**config.mk**
```make
export PLATFORM = sky130hd
export DESIGN_NAME = bus_bridge_queues
export DESIGN_NICKNAME = d
export VERILOG_FILES = /design/src/rtl/bbq_pkg.sv /design/src/rtl/bbq_fifo.sv /design/src/rtl/bbq_nbseq.sv /design/src/rtl/bbq_arb.sv /design/src/rtl/bus_bridge_queues.sv
export SDC_FILE = /design/constraint.sdc
export NUM_CORES = 1
export LEC_CHECK = 0
export ABC_CLOCK_PERIOD_IN_PS = 7900
export BUFFER_PORTS_ARGS = -buffer_cell sky130_fd_sc_hd__buf_2
export CAP_MARGIN = 20
export CORE_ASPECT_RATIO = 0.8
export CORE_MARGIN = 3
export CORE_UTILIZATION = 64
export CTS_CLUSTER_SIZE = 40
export DETAILED_ROUTE_END_ITERATION = 10
export PLACE_DENSITY = 0.9
export SLEW_MARGIN = 20
export SYNTH_ARGS = -nofsm -noshare
export SYNTH_HDL_FRONTEND = slang
export SYNTH_SLANG_ARGS = --single-unit
```
**constraint.sdc**
```tcl
create_clock -name clk -period 7.9 [get_ports clk]
set_clock_uncertainty 0.15 [all_clocks]
set_input_delay 0.79 -clock clk [delete_from_list [all_inputs] [get_ports clk]]
set_output_delay 0.79 -clock clk [all_outputs]
set_load 0.02 [all_outputs]
```
**src/rtl/bbq_pkg.sv**
```systemverilog
package bbq_pkg;

  typedef enum logic [2:0] {
    OP_WRITE   = 3'd0,
    OP_BREAD   = 3'd1,
    OP_NBSTART = 3'd2,
    OP_THRESH  = 3'd3,
    OP_POP     = 3'd4,
    OP_CLRERR  = 3'd5
  } bbq_op_e;

  typedef enum logic [1:0] {
    ARB_IDLE,
    ARB_ISSUE,
    ARB_WAIT,
    ARB_HOLD
  } bbq_arb_e;

  // byte stride for a size code
  function automatic logic [31:0] bbq_stride(input logic [1:0] size);
    return 32'd1 << size;
  endfunction

  // fill-level comparison used for the read-side DMA request
  function automatic logic bbq_level_hit(input logic [7:0] occ, input logic [7:0] thr);
    return occ >= thr;
  endfunction

  // size code of a full data word
  function automatic logic [1:0] bbq_word_size(input int dw);
    if (dw >= 64) return 2'd3;
    if (dw >= 32) return 2'd2;
    if (dw >= 16) return 2'd1;
    return 2'd0;
  endfunction

endpackage

```
**src/rtl/bbq_fifo.sv**
```systemverilog
module bbq_fifo #(
  parameter int W     = 8,
  parameter int DEPTH = 4
) (
  input  logic                         clk,
  input  logic                         rst_n,
  input  logic                         push,
  input  logic [W-1:0]                 din,
  input  logic                         pop,
  output logic [W-1:0]                 dout,
  output logic                         full,
  output logic                         empty,
  output logic [$clog2(DEPTH+1)-1:0]   count
);
  localparam int PW = (DEPTH > 1) ? $clog2(DEPTH) : 1;
  localparam int CW = $clog2(DEPTH + 1);

  logic [W-1:0]  mem [DEPTH];
  logic [PW-1:0] rd_ptr, wr_ptr;
  logic          do_push, do_pop;

  assign full    = (count == CW'(DEPTH));
  assign empty   = (count == '0);
  assign do_push = push && !full;
  assign do_pop  = pop && !empty;
  assign dout    = mem[rd_ptr];

  function automatic logic [PW-1:0] next_ptr(input logic [PW-1:0] p);
    return (p == PW'(DEPTH - 1)) ? '0 : p + PW'(1);
  endfunction

  always_ff @(posedge clk) begin
    if (do_push) mem[wr_ptr] <= din;
  end

  always_ff @(posedge clk) begin
    if (!rst_n) begin
      rd_ptr <= '0;
      wr_ptr <= '0;
      count  <= '0;
    end else begin
      if (do_push) wr_ptr <= next_ptr(wr_ptr);
      if (do_pop)  rd_ptr <= next_ptr(rd_ptr);
      case ({do_push, do_pop})
        2'b10:   count <= count + CW'(1);
        2'b01:   count <= count - CW'(1);
        default: count <= count;
      endcase
    end
  end
endmodule

```
**src/rtl/bbq_nbseq.sv**
```systemverilog
module bbq_nbseq
  import bbq_pkg::*;
#(
  parameter int AW   = 32,
  parameter int CNTW = 8
) (
  input  logic            clk,
  input  logic            rst_n,
  input  logic            start,
  input  logic [AW-1:0]   start_addr,
  input  logic [1:0]      start_size,
  input  logic [CNTW-1:0] start_cnt,
  input  logic            take,
  output logic            want,
  output logic [AW-1:0]   cur_addr,
  output logic [1:0]      cur_size
);
  logic [CNTW-1:0] left_q;

  assign want = (left_q != '0);

  always_ff @(posedge clk) begin
    if (!rst_n) begin
      left_q   <= '0;
      cur_addr <= '0;
      cur_size <= '0;
    end else if (start) begin
      left_q   <= start_cnt;
      cur_addr <= start_addr;
      cur_size <= start_size;
    end else if (take) begin
      left_q   <= left_q - CNTW'(1);
      cur_addr <= cur_addr + AW'(bbq_stride(cur_size));
    end
  end
endmodule

```
**src/rtl/bbq_arb.sv**
```systemverilog
module bbq_arb
  import bbq_pkg::*;
#(
  parameter int AW = 32,
  parameter int DW = 32
) (
  input  logic          clk,
  input  logic          rst_n,
  input  logic          wq_empty,
  input  logic [AW-1:0] wq_addr,
  input  logic [DW-1:0] wq_data,
  input  logic          blk_req,
  input  logic [AW-1:0] blk_addr,
  input  logic          blk_ack,
  input  logic          nb_want,
  input  logic [AW-1:0] nb_addr,
  input  logic [1:0]    nb_size,
  input  logic          eng_ready,
  input  logic          eng_rvalid,
  input  logic [DW-1:0] eng_rdata,
  output logic          wq_pop,
  output logic          nb_take,
  output logic          blk_issue,
  output logic          blk_done,
  output logic [DW-1:0] blk_data,
  output logic          nb_result,
  output logic [DW-1:0] nb_data,
  output logic          eng_valid,
  output logic          eng_write,
  output logic [AW-1:0] eng_addr,
  output logic [DW-1:0] eng_wdata,
  output logic [1:0]    eng_size
);
  localparam logic [1:0] WORD_SZ = bbq_word_size(DW);

  bbq_arb_e state_q;
  logic     blk_q;
  logic     idle;

  assign idle      = (state_q == ARB_IDLE);
  assign wq_pop    = idle && !wq_empty;
  assign blk_issue = idle && wq_empty && blk_req;
  assign nb_take   = idle && wq_empty && !blk_req && nb_want;

  assign eng_valid = (state_q == ARB_ISSUE);
  assign blk_done  = (state_q == ARB_HOLD);
  assign nb_result = (state_q == ARB_WAIT) && eng_rvalid && !blk_q;
  assign nb_data   = eng_rdata;

  always_ff @(posedge clk) begin
    if (!rst_n) begin
      state_q   <= ARB_IDLE;
      blk_q     <= 1'b0;
      blk_data  <= '0;
      eng_write <= 1'b0;
      eng_addr  <= '0;
      eng_wdata <= '0;
      eng_size  <= '0;
    end else begin
      case (state_q)
        ARB_IDLE: begin
          if (wq_pop) begin
            eng_write <= 1'b1;
            eng_addr  <= wq_addr;
            eng_wdata <= wq_data;
            eng_size  <= WORD_SZ;
            blk_q     <= 1'b0;
            state_q   <= ARB_ISSUE;
          end else if (blk_issue) begin
            eng_write <= 1'b0;
            eng_addr  <= blk_addr;
            eng_wdata <= '0;
            eng_size  <= WORD_SZ;
            blk_q     <= 1'b1;
            state_q   <= ARB_ISSUE;
          end else if (nb_take) begin
            eng_write <= 1'b0;
            eng_addr  <= nb_addr;
            eng_wdata <= '0;
            eng_size  <= nb_size;
            blk_q     <= 1'b0;
            state_q   <= ARB_ISSUE;
          end
        end
        ARB_ISSUE: begin
          if (eng_ready) state_q <= eng_write ? ARB_IDLE : ARB_WAIT;
        end
        ARB_WAIT: begin
          if (eng_rvalid) begin
            if (blk_q) begin
              blk_data <= eng_rdata;
              state_q  <= ARB_HOLD;
            end else begin
              state_q  <= ARB_IDLE;
            end
          end
        end
        ARB_HOLD: begin
          if (blk_ack) state_q <= ARB_IDLE;
        end
        default: state_q <= ARB_IDLE;
      endcase
    end
  end
endmodule

```
**src/rtl/bus_bridge_queues.sv**
```systemverilog
module bus_bridge_queues
  import bbq_pkg::*;
#(
  parameter int AW       = 32,
  parameter int DW       = 32,
  parameter int WQ_DEPTH = 4,
  parameter int RQ_DEPTH = 8,
  parameter int CNTW     = 8,
  parameter int THRW     = 3,
  parameter int THR_INIT = 4
) (
  input  logic          clk,
  input  logic          rst_n,
  input  logic          cmd_valid,
  input  logic [2:0]    cmd_op,
  input  logic [AW-1:0] cmd_addr,
  input  logic [DW-1:0] cmd_wdata,
  output logic          cmd_ready,
  output logic [DW-1:0] rsp_data,
  output logic          dma_wr_req,
  output logic          dma_rd_req,
  output logic          err_overflow,
  output logic          eng_valid,
  output logic          eng_write,
  output logic [AW-1:0] eng_addr,
  output logic [DW-1:0] eng_wdata,
  output logic [1:0]    eng_size,
  input  logic          eng_ready,
  input  logic          eng_rvalid,
  input  logic [DW-1:0] eng_rdata
);
  localparam int WCW = $clog2(WQ_DEPTH + 1);
  localparam int RCW = $clog2(RQ_DEPTH + 1);
  localparam int WQW = AW + DW;

  bbq_op_e op;
  logic    accept;

  // named internal events
  logic            wq_push, wq_pop, wq_full, wq_empty;
  logic [WCW-1:0]  wq_count;
  logic [WQW-1:0]  wq_head;
  logic            rq_push, rq_pop, rq_drop, rq_full, rq_empty;
  logic [RCW-1:0]  rq_count;
  logic [DW-1:0]   rq_head;
  logic            blk_req, blk_ack, blk_issue, blk_done;
  logic [DW-1:0]   blk_data;
  logic            nb_start, nb_take, nb_want, nb_result;
  logic [AW-1:0]   nb_addr;
  logic [1:0]      nb_size;
  logic [DW-1:0]   nb_data;
  logic            thr_write, err_clr;
  logic [THRW-1:0] thresh_q;

  assign op     = bbq_op_e'(cmd_op);
  assign accept = cmd_valid && cmd_ready;

  always_comb begin
    case (op)
      OP_WRITE:   cmd_ready = !wq_full;
      OP_BREAD:   cmd_ready = blk_done;
      OP_NBSTART: cmd_ready = !nb_want;
      OP_POP:     cmd_ready = !rq_empty;
      default:    cmd_ready = 1'b1;
    endcase
  end

  assign wq_push   = accept && (op == OP_WRITE);
  assign blk_req   = cmd_valid && (op == OP_BREAD);
  assign blk_ack   = accept && (op == OP_BREAD);
  assign nb_start  = accept && (op == OP_NBSTART);
  assign rq_pop    = accept && (op == OP_POP);
  assign thr_write = accept && (op == OP_THRESH);
  assign err_clr   = accept && (op == OP_CLRERR);
  assign rq_push   = nb_result && !rq_full;
  assign rq_drop   = nb_result && rq_full;

  assign rsp_data   = (op == OP_BREAD) ? blk_data : rq_head;
  assign dma_wr_req = wq_empty;
  assign dma_rd_req = bbq_level_hit(8'(rq_count), 8'(thresh_q));

  bbq_fifo #(.W(WQW), .DEPTH(WQ_DEPTH)) u_wq (
    .clk   (clk),
    .rst_n (rst_n),
    .push  (wq_push),
    .din   ({cmd_addr, cmd_wdata}),
    .pop   (wq_pop),
    .dout  (wq_head),
    .full  (wq_full),
    .empty (wq_empty),
    .count (wq_count)
  );

  bbq_fifo #(.W(DW), .DEPTH(RQ_DEPTH)) u_rq (
    .clk   (clk),
    .rst_n (rst_n),
    .push  (rq_push),
    .din   (nb_data),
    .pop   (rq_pop),
    .dout  (rq_head),
    .full  (rq_full),
    .empty (rq_empty),
    .count (rq_count)
  );

  bbq_nbseq #(.AW(AW), .CNTW(CNTW)) u_seq (
    .clk        (clk),
    .rst_n      (rst_n),
    .start      (nb_start),
    .start_addr (cmd_addr),
    .start_size (cmd_wdata[1:0]),
    .start_cnt  (cmd_wdata[8 +: CNTW]),
    .take       (nb_take),
    .want       (nb_want),
    .cur_addr   (nb_addr),
    .cur_size   (nb_size)
  );

  bbq_arb #(.AW(AW), .DW(DW)) u_arb (
    .clk        (clk),
    .rst_n      (rst_n),
    .wq_empty   (wq_empty),
    .wq_addr    (wq_head[WQW-1 -: AW]),
    .wq_data    (wq_head[DW-1:0]),
    .blk_req    (blk_req),
    .blk_addr   (cmd_addr),
    .blk_ack    (blk_ack),
    .nb_want    (nb_want),
    .nb_addr    (nb_addr),
    .nb_size    (nb_size),
    .eng_ready  (eng_ready),
    .eng_rvalid (eng_rvalid),
    .eng_rdata  (eng_rdata),
    .wq_pop     (wq_pop),
    .nb_take    (nb_take),
    .blk_issue  (blk_issue),
    .blk_done   (blk_done),
    .blk_data   (blk_data),
    .nb_result  (nb_result),
    .nb_data    (nb_data),
    .eng_valid  (eng_valid),
    .eng_write  (eng_write),
    .eng_addr   (eng_addr),
    .eng_wdata  (eng_wdata),
    .eng_size   (eng_size)
  );

  always_ff @(posedge clk) begin
    if (!rst_n) begin
      thresh_q     <= THRW'(THR_INIT);
      err_overflow <= 1'b0;
    end else begin
      if (thr_write) thresh_q <= cmd_wdata[THRW-1:0];
      if (rq_drop)      err_overflow <= 1'b1;
      else if (err_clr) err_overflow <= 1'b0;
    end
  end
endmodule

```
* After elaboration in Yosys (flattened, before gate mapping) *
Memories as Yosys holds them, arrays and structs flattened. A register that Yosys moved wholly into a read port is not among the register bits.
Cells that the tools add are included.

word-level totals
  input port bits = 104
  memory bits (writable) = 512
  bits in registers = 165
  memories kept = 2
  logic and storage cells = 140
  output and inout port bits = 104

memory list
  memory    words  bits a word  read ports  clocked after Yosys merged registers in  wr ports  line            RTL
  u_rq.mem  8      32           1           1                                        1         bbq_fifo.sv:18  logic [W-1:0] mem [DEPTH];
  u_wq.mem  4      64           1           1                                        1         bbq_fifo.sv:18

cells by class
  muxes and demuxes = 45
  equality and inequality tests = 22
  $lt $le $gt $ge = 1
  $add $sub $neg = 10
  shift-type cells = 1
  reductions and logical operators = 41

operators with widths
  operator                                                             count
  32-bit two-way mux                                                   9
  32-bit adder                                                         1
  1-bit by 2-bit << shifter with 32-bit output (first input constant)  1
  2-bit two-way mux                                                    15
  1-bit logical AND                                                    21
  8-bit two-way mux                                                    2
  3-bit == test (second input constant)                                5
  2-bit == test (second input constant)                                6
  3-bit two-way mux                                                    4
  1-bit two-way mux                                                    11
  3-bit by 1-bit adder with 3-bit output (second input constant)       3
  2-bit case mux with 4 select lines                                   1
  4-bit case mux with 2 select lines                                   1
  2-bit nonzero test                                                   4
  8-bit nonzero test                                                   1
  8-bit by 1-bit subtractor with 8-bit output (second input constant)  1
  1-bit logical NOT                                                    7
  2-bit by 1-bit == test with 1-bit output (second input constant)     3
  3-bit by 2-bit == test with 1-bit output (second input constant)     2
  3-bit logical NOT                                                    2
  3-bit case mux with 2 select lines                                   1
  2-bit by 1-bit adder with 2-bit output (second input constant)       2
  4-bit by 1-bit adder with 4-bit output (second input constant)       1
  4-bit == test (second input constant)                                1
  14 further kinds                                                     15

* Depth between registers and ports, before layout *
Gate-level depths: netlist (run 1).

  word-level depth = 9
  depth in mapped cells = 11
  depth with buffers taken out = 11

* By module *
Synthesis (run 1) repeated with hierarchy kept, for this count alone.

unflattened totals
  cell total of the unflattened synthesis = 1774
  area, all modules = 28079.4 um^2

modules (own cells, without submodules)
  module             cells an instance  area an instance (um^2)  instances  sequential area each (um^2)
  bbq_fifo (u_rq)    448                10328.7                  1          7947.6
  bbq_fifo (u_wq)    390                9804.4                   1          7867.5
  bbq_arb            565                4784.6                   1          2042.0
  bbq_nbseq          295                2427.3                   1          840.8
  bus_bridge_queues  76                 734.5                    1          80.1

* Worst setup path before layout (run 1) *
No wires, ideal clock.

  path type = input to register
  start = input eng_rvalid
  end = memory u_rq.mem[4][0] (netlist bit) (enable)
  setup slack = 2.384 ns
  stages = 4
  library setup time = 0.513 ns
  arrival time = 4.853 ns
  cell sequence = nand3b_1 > a21oi_1 > clkinv_1 > nor4b_1

on the way
  cells in the longest elaborated chain, start to end = 6

RTL lines
  what                                     line                     RTL
  start, declared                          bus_bridge_queues.sv:29  input logic eng_rvalid,
  1-bit logical AND (2 in a row)           bbq_arb.sv:47            assign nb_result = (state_q == ARB_WAIT) && eng_rvalid && !blk_q;
  1-bit logical AND                        bus_bridge_queues.sv:75  assign rq_push = nb_result && !rq_full;
  1-bit logical AND                        bbq_fifo.sv:24           assign do_push = push && !full;
  1-bit two-way mux                        bbq_fifo.sv:33           if (do_push) mem[wr_ptr] <= din;
  1-bit two-way mux (implied by the code)  bbq_fifo.sv:33
  end, declared                            bbq_fifo.sv:18

No other way between the ends.

==> out/metrics.cfg, run 1 <==
[hold_path]
min_to = u_wq.mem[2][25]$_DFFE_PP_
min_path_type = in -> reg
min_from = cmd_wdata[25]
min_path_cells = 1

[yosys]
synth_top_area_cell = edfxtp_1
ys_seq_elements = 682
synth_area_um2 = 27100
ys_seq_area_share_pct = 69.4
ys_top_cells_by_area = edfxtp_1, dfxtp_1, mux4_2
syn_nets = 1878
ys_warn_count = 0
syn_avg_cell_area_um2 = 15.5
synth_flop_cell = edfxtp_1
yosysTopAreaCellShare_pct = 56.8
async_flop_share_pct = 0
synth_edf_count = 512
yosys.cell_types.count = 69
synthCells = 1750

[timing]
fin_crit_sh_pct = 52.6
setup_viol = 0
slew_viol_final = 0
holdWs_ns = 0.258
tns_ns = 0
rsz0062_at_grt = no
fin_ws_ns = 3.74
tightest_slew_ns = 1.14
finalHoldViolations = 0
period_minus_slack_ns = 4.16
timing.fmax_mhz = 240
relSlewSlack_pct = 24.0

[detailed_routing]
drc = 0
detail-route-antenna-nets = 0
wl_per_cell_um = 25.3
viasPerCell = 6.63
drt_wl_total_um = 64500
drtIter0Drc = 1906
via_count = 16900
dr.pass1.iters = 6

[global_route]
grt_pass1_vias = 17200
grt_use_met2_pct = 48.1
grt_util_met1_pct = 38.5
top_usage_layer = met2
grt_use_total_pct = 28.9
grt_pass1_wl_um = 98900
grt_start_max_net_pins = 92
grt_overflow = 0
met3_usage_pct = 6.06
antenna_found_initial = 6

[floorplan]
fp.coreArea_um2 = 41200
pin_count = 208
die_h_um = 190
die_w_um = 236
rows = 66
die-area_um2 = 44800
initial_utilization_pct = 65.7

[placement]
io_buffers = 207
dpl_cell_area_um2 = 28600
dp_slack_ns = 4.06
dp_hpwl_um = 36900
placed_cells = 2423
routabilityCongestion = 0.856

[clocking]
insertion_delay_ns = 0.60
cts_tree = yes
root_buffer = clkbuf_16
clock_sinks = 682
path_clk_slew_ns = 0.06
cts_resized = 0
clk_path_buf_depth = 3
numCtsBuffers = 66
htree_levels = 3
post-cts-setup-buffers = 0
postCtsHoldBufs = 0

[worst_setup_path]
crit_path_end_kind = output pin
crit_path_max_incr_delay_ns = 0.78
cp_num_buf_inv = 2
rr_startpoint = u_arb.state_q[1]$_SDFFE_PN0P_
crit_type = reg -> out
cp.depth = 5
r2r-end = u_rq.count[2]$_SDFFE_PN0P_
arrival_ns = 3.22
r2r_cells = 11
slowest_stage = buf_4
crit_family = buffers and inverters
path_max_fanout = 46
r2r_setup_slack_ns = 4.42
start_kind = flop
path_cells = buf_4, mux4_2, mux2i_1, o21ai_0, buf_2
crit_required_ns = 6.96

[cells_and_area]
fin_util_pct = 74.7
drive_gt1_share_pct = 24.7
fin_area_um2 = 30800
final_cell_count_no_fill = 2550
fillCellCount = 2251
fin_nets = 2075
synthToLayoutAreaGrowth_pct = 13.7

[run]
cap_violations = 0

[pwr]
p_total_mw = 8.88
p_leak_nw = 10.5
power.density_nw_per_um2 = 289
ir_drop_uv = 221

[outcome]
status = finished clean

[sequential cells by signal, summed over array words and instances, names as in the netlist, 4 cells and up, named ones only]
register and cells:
u_arb.blk_data 32, u_arb.eng_addr 32, u_arb.eng_wdata 32, u_rq.count 4
u_rq.mem 256, u_seq.cur_addr 32, u_seq.left_q 8, u_wq.mem 256
[metal layers]
metal  vias up  part of all wire [%]
li1       7181                     -
met1      8503                    38
met2      1033                    50
met3       183                   8.9
met4         4                   3.4
met5         -                 0.037
[synth_stat cells, types with 7 or more instances]
cell	instances
buf_2	20
nor3_1	10
a22oi_1	39
nand2_1	139
o21ai_0	82
ha_1	22
and3_1	9
nor4_1	7
a21oi_1	117
edfxtp_1	512
mux4_2	128
a32oi_1	7
clkbuf_1	63
inv_1	27
a31oi_1	9
nand3_1	53
nor2b_1	9
nor2_1	117
dfxtp_1	170
xor2_1	11
nand4_1	14
and2_1	8
mux2i_1	73
buf_1	8
[cells by family after synthesis]
logic type               Yosys count  synth area share [%]
adder cells (fa/ha/maj)           24                  1.16
flip-flops                       682                  69.4
buffers and inverters            131                  2.18
multiplexers                     202                  13.4
AND/OR/NAND/NOR                  400                  6.85
AO/OA/AOI/OAI                    297                  6.60
XOR/XNOR                          14                 0.453
[worst max path at each step]
| stage | startpoint | slack [ns] | endpoint |
|---|---|---|---|
| after floorplan | eng_rvalid | 2.38 | u_rq.mem[4][0]$_DFFE_PP_ |
| after global placement | cmd_op[0] | 4.18 | u_wq.mem[0][48]$_DFFE_PP_ |
| after detailed placement | cmd_op[0] | 4.06 | u_wq.mem[1][51]$_DFFE_PP_ |
| after CTS | flop | 3.69 | rsp_data[19] |
| after global routing | flop | 3.50 | rsp_data[29] |
| final | flop | 3.74 | rsp_data[19] |
[final cells by class]
| cell class | instances | area, µm² | share of cell area [%] |
|---|---|---|---|
| clock buffers | 86 | 1790 | 5.81 |
| repair buffers | 230 | 1230 | 3.99 |
| flip-flops and latches | 682 | 18800 | 61.0 |
| well taps | 544 | 681 | 2.21 |
| inverters | 30 | 115 | 0.374 |
| diodes | 6 | 15.0 | 0.0488 |
| clock inverters | 35 | 390 | 1.27 |
| multi-input cells | 937 | 7770 | 25.2 |
[placed cells by master (no fill, tap or decap), types with 8 or more instances in the layout]
cell	count
a21oi_1	117
a22oi_1	39
a31oi_1	9
and3_1	8
buf_2	207
buf_4	22
clkbuf_1	15
clkbuf_16	67
clkinv_1	9
clkinv_2	10
dfxtp_1	165
edfxtp_1	512
ha_1	22
inv_1	27
mux2i_1	73
mux4_2	128
nand2_1	137
nand3_1	51
nand4_1	14
nor2_1	116
nor2b_1	9
o21ai_0	82
xor2_1	11
[power breakdown]
part | switching [mW] | leakage, nW | total [mW] | internal (mW)
clock network | 1.35 | 1.06 | 3.19 | 1.84
registers | 0.132 | 5.99 | 4.12 | 3.98
logic | 1.05 | 3.42 | 1.58 | 0.522
(Power assumes the default switching activity.)
==> run 2: changes to the inputs <==
- ABC_CLOCK_PERIOD_IN_PS: 7900 -> 3500
- CORE_UTILIZATION: 64 -> 54
- PLACE_DENSITY: 0.9 -> 0.82
- clock period: 7.9 -> 3.5 ns (I/O delays scaled with it)
==> out/metrics.cfg, run 2 (synthesis gave the netlist of run 1 again) <==
[worst_setup_path]
cp-endpoint = u_rq.count[2]$_SDFFE_PN0P_
crit_type = reg -> reg
path_max_fanout = 9  ; -80%
start_kind = flop
r2r-end = u_rq.count[2]$_SDFFE_PN0P_
path_common_cell = a21oi_1
cp-startpoint = u_arb.state_q[1]$_SDFFE_PN0P_
crit_path_max_incr_delay_ns = 0.43  ; -0.35 ns
r2r_cells = 12  ; +1
crit_required_ns = 3.89  ; -3.07 ns
path_cells = nor2b_1, nand3b_1, a21oi_1, clkinv_1, buf_4, ha_1, xor2_1, ha_1, a21oi_1, xor2_1, or3_1, a21oi_1
rr_startpoint = u_arb.state_q[1]$_SDFFE_PN0P_
slowest_stage = dfxtp_1
r2r_setup_slack_ns = 0.31  ; -4.11 ns
arrival_ns = 3.58  ; +0.36 ns
crit_path_end_kind = flop

[floorplan]
rows = 72  ; +9.1%
die_h_um = 206  ; +8.6%
die-area_um2 = 52900  ; +18%
initial_utilization_pct = 55.3  ; -10 points
fp.coreArea_um2 = 48900  ; +19%
die_w_um = 256  ; +8.6%
pin_count = 208  ; unchanged

[clocking]
clk_path_buf_depth = 3  ; unchanged
post-cts-setup-buffers = 0  ; unchanged
htree_levels = 3  ; unchanged
numCtsBuffers = 66  ; unchanged
cts_tree = yes
cts_resized = 0  ; unchanged
root_buffer = clkbuf_16
clock_sinks = 682  ; unchanged
path_clk_slew_ns = 0.06  ; about the same
insertion_delay_ns = 0.61  ; about the same

[cells_and_area]
final_common_cell = edfxtp_1
fin_util_pct = 65.5  ; -9.2 points
layout_common_cells = edfxtp_1, buf_2, dfxtp_1, nand2_1, mux4_2
fin_nets = 2191  ; +5.6%
multi_input_area_um2 = 7780  ; +0.11%
fin_area_um2 = 32000  ; +4.1%
regArea_um2 = 18800  ; unchanged
fillCellCount = 3255  ; +45%
top_regs = u_rq.mem x256, u_wq.mem x256
synthToLayoutAreaGrowth_pct = 18.3
drive_gt1_share_pct = 23.5  ; -1.2 points
final_cell_count_no_fill = 2783  ; +9.1%

[placement]
dp_hpwl_um = 36300  ; -1.8%
placed_cells = 2561  ; +5.7%
io_buffers = 207  ; unchanged
routabilityCongestion = 0.828  ; -3.3%
dpl_cell_area_um2 = 29000  ; +1.4%
dp_slack_ns = 0.420  ; -3.64 ns

[detailed_routing]
viasPerCell = 6.09  ; -8.2%
wl_per_cell_um = 22.8  ; -9.9%
drt_wl_total_um = 63400  ; -1.7%
wl_met2_um = 30900  ; -4.4%
detail-route-antenna-nets = 0  ; unchanged
drtIter0Drc = 1666  ; -13%
wl_met3_um = 5310  ; -7.4%
m1WireLength_um = 25100  ; +3.8%
via_count = 16900  ; +0.20%
dr.max_layer_used = met5
dr.pass1.iters = 5  ; -1
drc = 0  ; unchanged

[pwr]
p_total_mw = 19.8  ; +120%
clockPowerShare_pct = 34.4  ; -1.5 points
combPwrFrac_pct = 18.4  ; +0.7 points
p_sw_mw = 5.62  ; +120%
power.density_nw_per_um2 = 618  ; +110%
internal_power_mw = 14.2  ; +120%
switching_share_pct = 28.4  ; -0.12 points
ir_drop_uv = 512  ; +130%
seqPwrFrac_pct = 47.2  ; +0.9 points
p_leak_nw = 10.9  ; +4.3%

[timing]
holdWs_ns = 0.0555  ; -0.202 ns
setup_viol = 0  ; unchanged
relSlewSlack_pct = 45.0  ; +21 points
timing.fmax_mhz = 313
tightest_slew_ns = 0.822  ; -0.318 ns
finalHoldViolations = 0  ; unchanged
rsz0062_at_grt = no
tns_ns = 0  ; unchanged
fin_ws_ns = 0.308  ; -3.43 ns
fin_crit_sh_pct = 91.2
period_minus_slack_ns = 3.19
slew_viol_final = 0  ; unchanged

[global_route]
grt_overflow = 0  ; unchanged
grt_start_max_net_pins = 99  ; +7.6%
grt_use_total_pct = 24.2  ; -4.7 points
grt_pass1_wl_um = 98500  ; -0.40%
grt_pass1_vias = 17300  ; +0.45%
antenna_found_initial = 3  ; -3

[outcome]
status = finished clean

[run]
cap_violations = 0  ; unchanged

[hold_path]
min_path_type = in -> reg
min_from = cmd_op[0]

run 2: changes by cell type in the layout (fill, tap and decap cells not counted), moves of 5 or more:
cell,delta
dlygate4sd3_1,+100
bufinv_16,-5
buf_12,+11
buf_4,+6
clkbuf_1,+14
diode_2,-5
clkinv_1,-5
run 2: layer usage:
| metal | global-route usage, % | up-vias |
|---|---|---|
| met5 | 0 | - |
| met4 | 9.20 | 4 |
| met3 | 4.52 | 156 |
| li1 | - | 7411 |
| met2 | 39.9 | 859 |
| met1 | 32.6 | 8507 |
run 2: power groups by stage:
stage               Combinational, mW  Clock [mW]  Sequential (mW)
finish                           3.65        6.81             9.34
global route                     3.93        7.26             9.38
CTS                              3.61        6.92             9.33
detailed placement               3.48           0             9.50
global placement                 3.39           0             9.47
floorplan                        2.40           0             9.50
run 2: layout make-up:
cell class / instances / area share, %
sequential: 682 / 58.7
multi-input combinational: 937 / 24.3
timing repair buffer: 346 / 7.70
clock buffer: 100 / 5.75
tap: 666 / 2.60
clock inverter: 21 / 0.641
inverter: 30 / 0.359
antenna: 1 / 0.00781
run 2: repair_timing:
item | CTS | global route
setup endpoints to repair | 0 | 0
endpoints found under the hold margin | 587 | 0
hold buffers | 100 | 0
run 2: worst min-delay path by stage:
stage | end | slack (ns) | depth (start not counted)
after floorplan | u_arb.blk_data[0]$_SDFFE_PN0P_ | 0.29 | 2
after global placement | u_arb.blk_data[11]$_SDFFE_PN0P_ | 0.29 | 2
after detailed placement | u_arb.blk_data[1]$_SDFFE_PN0P_ | 0.30 | 2
after CTS | err_overflow$_SDFFE_PN0P_ | 0.02 | 4
after global routing | err_overflow$_SDFFE_PN0P_ | 0.08 | 4
final | err_overflow$_SDFFE_PN0P_ | 0.06 | 4
run 2: critical path, delay by kind of cell, from the launching register on:
kind / cells / cell delay [ns]
AND/OR/NAND/NOR: 3 / 0.85
flip-flops: 1 / 0.43
buffers and inverters: 2 / 0.32
AO/OA/AOI/OAI: 3 / 0.66
XOR/XNOR: 2 / 0.26
adder cells (fa/ha/maj): 2 / 0.46
